--- config.mk ---
export PLATFORM = sky130hd
export DESIGN_NAME = burst_addr_seq
export DESIGN_NICKNAME = d
export VERILOG_FILES = /design/src/rtl/bas_pkg.sv /design/src/rtl/bas_cmd_decode.sv /design/src/rtl/bas_beat_counter.sv /design/src/rtl/bas_order_map.sv /design/src/rtl/burst_addr_seq.sv
export SDC_FILE = /design/constraint.sdc
export NUM_CORES = 1
export LEC_CHECK = 0
export ABC_AREA = 0
export ABC_CLOCK_PERIOD_IN_PS = 1800
export CORE_ASPECT_RATIO = 1.1
export CORE_MARGIN = 4
export CORE_UTILIZATION = 38
export DETAILED_ROUTE_END_ITERATION = 12
export PLACE_DENSITY = 0.85
export SLEW_MARGIN = 20
export SYNTH_ARGS = -nofsm -noshare
export SYNTH_HDL_FRONTEND = slang
export SYNTH_SLANG_ARGS = --single-unit
--- constraint.sdc ---
create_clock -name clk -period 1.8 [get_ports clk]
set_input_delay 0.27 -clock clk [delete_from_list [all_inputs] [get_ports clk]]
set_output_delay 0.27 -clock clk [all_outputs]
set_load 0.01 [all_outputs]
--- src/rtl/bas_pkg.sv ---
package bas_pkg;

    typedef enum logic [1:0] {
        CMD_HOLD = 2'd0,
        CMD_LOAD = 2'd1,
        CMD_STEP = 2'd2
    } seq_cmd_e;

    typedef enum logic {
        ORD_INTERLEAVE = 1'b0,
        ORD_LINEAR     = 1'b1
    } burst_order_e;

    // A start strobe outranks the advance strobe.
    function automatic seq_cmd_e decode_cmd(input logic sa, input logic sb, input logic adv);
        if (sa || sb)
            return CMD_LOAD;
        else if (adv)
            return CMD_STEP;
        else
            return CMD_HOLD;
    endfunction

    // Anything other than a solid high falls through to interleaved.
    function automatic burst_order_e decode_order(input logic lvl);
        if (lvl == 1'b1)
            return ORD_LINEAR;
        else
            return ORD_INTERLEAVE;
    endfunction

endpackage

--- src/rtl/bas_cmd_decode.sv ---
module bas_cmd_decode
    import bas_pkg::*;
(
    input  logic         start_a,
    input  logic         start_b,
    input  logic         advance,
    input  logic         lin_order,
    output seq_cmd_e     cmd,
    output burst_order_e order
);
    always_comb begin
        cmd   = decode_cmd(start_a, start_b, advance);
        order = decode_order(lin_order);
    end
endmodule

--- src/rtl/bas_beat_counter.sv ---
module bas_beat_counter
    import bas_pkg::*;
#(
    parameter int LOW_W = 2
) (
    input  logic             clk,
    input  logic             rst,
    input  seq_cmd_e         cmd,
    output logic [LOW_W-1:0] beat_q,
    output logic [LOW_W-1:0] beat_inc
);
    always_comb beat_inc = beat_q + 1'b1;

    always_ff @(posedge clk) begin
        if (rst)
            beat_q <= '0;
        else if (cmd == CMD_LOAD)
            beat_q <= '0;
        else if (cmd == CMD_STEP)
            beat_q <= beat_inc;
    end

    assert_beat_clear_R4: assert property (@(posedge clk) disable iff (rst)
        (cmd == CMD_LOAD) |=> (beat_q == '0));

    assert_beat_step_R9: assert property (@(posedge clk) disable iff (rst)
        (cmd == CMD_STEP) |=> (beat_q == LOW_W'($past(beat_q) + 1'b1)));
endmodule

--- src/rtl/bas_order_map.sv ---
module bas_order_map
    import bas_pkg::*;
#(
    parameter int LOW_W = 2
) (
    input  burst_order_e     order,
    input  logic [LOW_W-1:0] base_lo,
    input  logic [LOW_W-1:0] beat,
    output logic [LOW_W-1:0] low_out
);
    logic [LOW_W-1:0] lin_lo;
    logic [LOW_W-1:0] ilv_lo;

    always_comb lin_lo = base_lo + beat;

    for (genvar b = 0; b < LOW_W; b++) begin : g_ilv
        assign ilv_lo[b] = base_lo[b] ^ beat[b];
    end

    always_comb low_out = (order == ORD_LINEAR) ? lin_lo : ilv_lo;
endmodule

--- src/rtl/burst_addr_seq.sv ---
module burst_addr_seq
    import bas_pkg::*;
#(
    parameter int ADDR_W = 17,
    parameter int LOW_W  = 2
) (
    input  logic              clk,
    input  logic              rst,
    input  logic [ADDR_W-1:0] addr_in,
    input  logic              start_a,
    input  logic              start_b,
    input  logic              advance,
    input  logic              lin_order,
    output logic [ADDR_W-1:0] addr_out
);
    localparam int UP_W = ADDR_W - LOW_W;

    seq_cmd_e         cmd;
    burst_order_e     order;
    logic [LOW_W-1:0] beat_q;
    logic [LOW_W-1:0] beat_inc;
    logic [LOW_W-1:0] base_lo;
    logic [LOW_W-1:0] next_lo;
    logic [UP_W-1:0]  up_q;
    logic [LOW_W-1:0] lo_q;

    bas_cmd_decode u_dec (
        .start_a  (start_a),
        .start_b  (start_b),
        .advance  (advance),
        .lin_order(lin_order),
        .cmd      (cmd),
        .order    (order)
    );

    bas_beat_counter #(.LOW_W(LOW_W)) u_beat (
        .clk     (clk),
        .rst     (rst),
        .cmd     (cmd),
        .beat_q  (beat_q),
        .beat_inc(beat_inc)
    );

    bas_order_map #(.LOW_W(LOW_W)) u_map (
        .order  (order),
        .base_lo(base_lo),
        .beat   (beat_inc),
        .low_out(next_lo)
    );

    always_ff @(posedge clk) begin
        if (rst) begin
            up_q    <= '0;
            lo_q    <= '0;
            base_lo <= '0;
        end else begin
            case (cmd)
                CMD_LOAD: begin
                    up_q    <= addr_in[ADDR_W-1:LOW_W];
                    lo_q    <= addr_in[LOW_W-1:0];
                    base_lo <= addr_in[LOW_W-1:0];
                end
                CMD_STEP: lo_q <= next_lo;
                default:  ;
            endcase
        end
    end

    assign addr_out = {up_q, lo_q};

    assert_load_a_R2: assert property (@(posedge clk) disable iff (rst)
        start_a |=> (addr_out == $past(addr_in)));

    assert_load_b_R3: assert property (@(posedge clk) disable iff (rst)
        start_b |=> (addr_out == $past(addr_in)));

    assert_hold_R8: assert property (@(posedge clk) disable iff (rst)
        (!start_a && !start_b && !advance) |=> $stable(addr_out));

    assert_upper_fixed_R5: assert property (@(posedge clk) disable iff (rst)
        (!start_a && !start_b) |=> (addr_out[ADDR_W-1:LOW_W] == $past(addr_out[ADDR_W-1:LOW_W])));

    assert_linear_step_R5: assert property (@(posedge clk) disable iff (rst)
        (!start_a && !start_b && advance && lin_order == 1'b1 && $past(lin_order) == 1'b1)
        |=> (addr_out[LOW_W-1:0] == LOW_W'($past(addr_out[LOW_W-1:0]) + 1'b1)));

    assert_ilv_step_R6: assert property (@(posedge clk) disable iff (rst)
        (!start_a && !start_b && advance && lin_order == 1'b0 && $past(lin_order) == 1'b0)
        |=> ((addr_out[LOW_W-1:0] ^ $past(addr_out[LOW_W-1:0]))
             == ($past(beat_q) ^ LOW_W'($past(beat_q) + 1'b1))));
endmodule

==> flow_metrics.tcl <==
set metrics [dict create \
    timing.hold.ws_ns 0.457 \
    dp_hpwl_um 1610 \
    ant_nets 0 \
    core_area_um2 2000 \
    hold_buffers 0 \
    std_cell_rows 17 \
    cts_setup_buffers 0 \
    ys_top_cells_by_count "nand2_1 (36), dfxtp_1 (21), a21oi_1 (19)" \
    syn_area_um2 802 \
    dieWidth_um 51.8 \
    cts_root_buf "clkbuf_4" \
    cp-end-kind "output port" \
    yosysMostFrequentCell "nand2_1" \
    cts.clk_slew.worst_paths_ns 0.13 \
    drtPass1Iterations 4 \
    grt_pass1_wl_um 3510 \
    yosysSeqAreaShare 0.524 \
    path_cells "clkdlybuf4s50_1" \
    postSynthAreaPerCell_um2 8.35 \
    wl_per_cell_um 12.4 \
    antenna_found_initial 0 \
    viasPerCell 4.74 \
    setup_slack_ns 0.304 \
    period_minus_slack_ns 1.50 \
    worst_ep_required_time_ns 1.53 \
    max_stage_delay_ns 0.56 \
    ys_ff_latch 21 \
    htree_levels 1 \
    crit_path_start_kind "register" \
    setup_viol 0 \
    ir_worst_vdd_mv 0.524 \
    relSlewSlack 0.621 \
    cp_slowest_cell "clkdlybuf4s50_1" \
    synth_edf_count 0 \
    track_usage 0.160 \
    ys_warn_count 0 \
    grt_pass1_vias 817 \
    fin_setup_tns_ns 0 \
    cts_buffer_depth 2 \
    layout-drive-gt1-share 0.0797 \
    initial_utilization 0.401 \
    maxCapViolCount 0 \
    cp_max_fo 2 \
    fin_nets 163 \
    io_buffers 39 \
    synth-async-reset-ratio 0 \
    critical_path_arrival_ns 1.23 \
    die_h_um 56.2 \
    power_w 0.000923 \
    skew_ns 0.0109 \
    synth_top_area_frac 0.524 \
    synth_top_cell_by_area "dfxtp_1" \
    grt-ovfl-total 0 \
    worst_pin_slew_ns 0.568 \
    cts_sinks 21 \
    hold_path_class "register to register" \
    gp_congestion 0.758 \
    synth_ff_type "dfxtp_1" \
    finish.utilization 0.633 \
    synth_area_leaders "dfxtp_1 (52%), nand2_1 (17%), a21oi_1 (12%)" \
    path_buf_inv 1 \
    slew_violations 0 \
    wl_um 2070 \
    leakagePower_nw 0.511 \
    cts-buffers-inserted 3 \
    cts_resized 0 \
    run_status "completed" \
    tritoncts "done" \
    pre_cts_slack_ns 0.0849 \
    grt_max_degree 19 \
    dieArea_um2 2910 \
    finalHoldViolations 0 \
    clk_latency_ns 0.31 \
    io_pins 40 \
    fmax_mhz 669 \
    n_antenna_cell 0 \
    drt_iter0_drc 17 \
    finalCritPeriodShare 0.831 \
    powerDensity_nw_per_um2 730 \
    grt_setup_unrepaired "false" \
    yosys.cell_types.count 17 \
    timing_worst_setup_path_type "register to output port" \
    syn-num-nets 120 \
    crit_family "buffers and inverters" \
    vias 787 \
    drcViolationCount 0 \
    syn_to_final_growth_pct 57.7 \
    syn_inst 96 \
]
-- final timing paths --
check / start / slack, ns / end / cells past startpoint
worst max register to register: u_beat.beat_q[0]$_SDFFE_PP0N_ / 0.37 / lo_q[1]$_SDFFE_PP0P_ / 5
worst min register to register: up_q[3]$_SDFFE_PP0N_ / 0.46 / up_q[3]$_SDFFE_PP0N_ / 2
worst min-delay path: up_q[3]$_SDFFE_PP0N_ / 0.46 / up_q[3]$_SDFFE_PP0N_ / 2
worst max-delay path: up_q[12]$_SDFFE_PP0N_ / 0.30 / addr_out[14] / 1
-- power by group --
part | total, W | leakage, nW | switching (W) | internal (W)
logic | 0.000184 | 0.324 | 0.0000720 | 0.000112
registers | 0.000506 | 0.174 | 0.0000141 | 0.000492
clock network | 0.000233 | 0.0139 | 0.000148 | 0.0000848
-- cell type report --
cell class                 instances  area, um2
clock buffer                       3       22.5
fill                             177        734
multi-input combinational         68        352
sequential                        21        420
clock inverter                     1       7.51
timing repair buffer              43        420
inverter                           2       7.51
tap                               28       35.0
-- routing by layer --
| layer | up-vias | track usage | routed length [um] |
|---|---|---|---|
| li1 | 397 | - | - |
| met1 | 361 | 0.160 | 814 |
| met2 | 24 | 0.280 | 1050 |
| met3 | 5 | 0.0590 | 164 |
| met4 | 0 | 0.0861 | 38 |
| met5 | - | 0 | 0 |
-- worst min-delay path, cell delays in order, from the launching register on --
cell and delay (ns):
dfxtp_1 0.33, nand2_1 0.05, a21oi_1 0.05
-- cell usage in the layout, fill, tap and decap left out --
master | netlist | routed
a41o_2 | 1 | 1
clkbuf_4 | 0 | 3
clkinvlp_4 | 0 | 1
nor2_2 | 1 | 1
xor2_1 | 2 | 2
nand2_1 | 36 | 36
dfxtp_1 | 21 | 21
ha_1 | 1 | 1
o21ai_0 | 1 | 1
or2_1 | 1 | 1
inv_1 | 2 | 2
xnor2_1 | 1 | 1
clkdlybuf4s50_1 | 0 | 39
xnor3_1 | 1 | 1
mux2_2 | 1 | 1
or4b_1 | 1 | 1
buf_4 | 0 | 4
nor3_1 | 2 | 2
a21oi_1 | 19 | 19
-- cell families after synthesis --
kind of cell	count (synthesis)	share of synthesized area
AOI/OAI and AO/OA	21	0.139
adders and majority gates	1	0.0156
DFF	21	0.524
xor gates and xnor gates	4	0.0608
and+or+nand+nor	41	0.209
buffers and inverters	7	0.0374
muxes	1	0.0140
-- per-stage QoR --
step	instance area [um2]	cells
2_1_floorplan	802	96
3_3_place_gp	1230	162
3_5_place_dp	1230	162
4_1_cts	1260	166
5_1_grt	1260	166
6_report	1260	166
-- registers in the layout (all words and copies together), names as in the netlist --
name,count
base_lo,2
lo_q,2
u_beat.beat_q,2
up_q,15
Note: power is estimated with default switching activity, not from simulation.
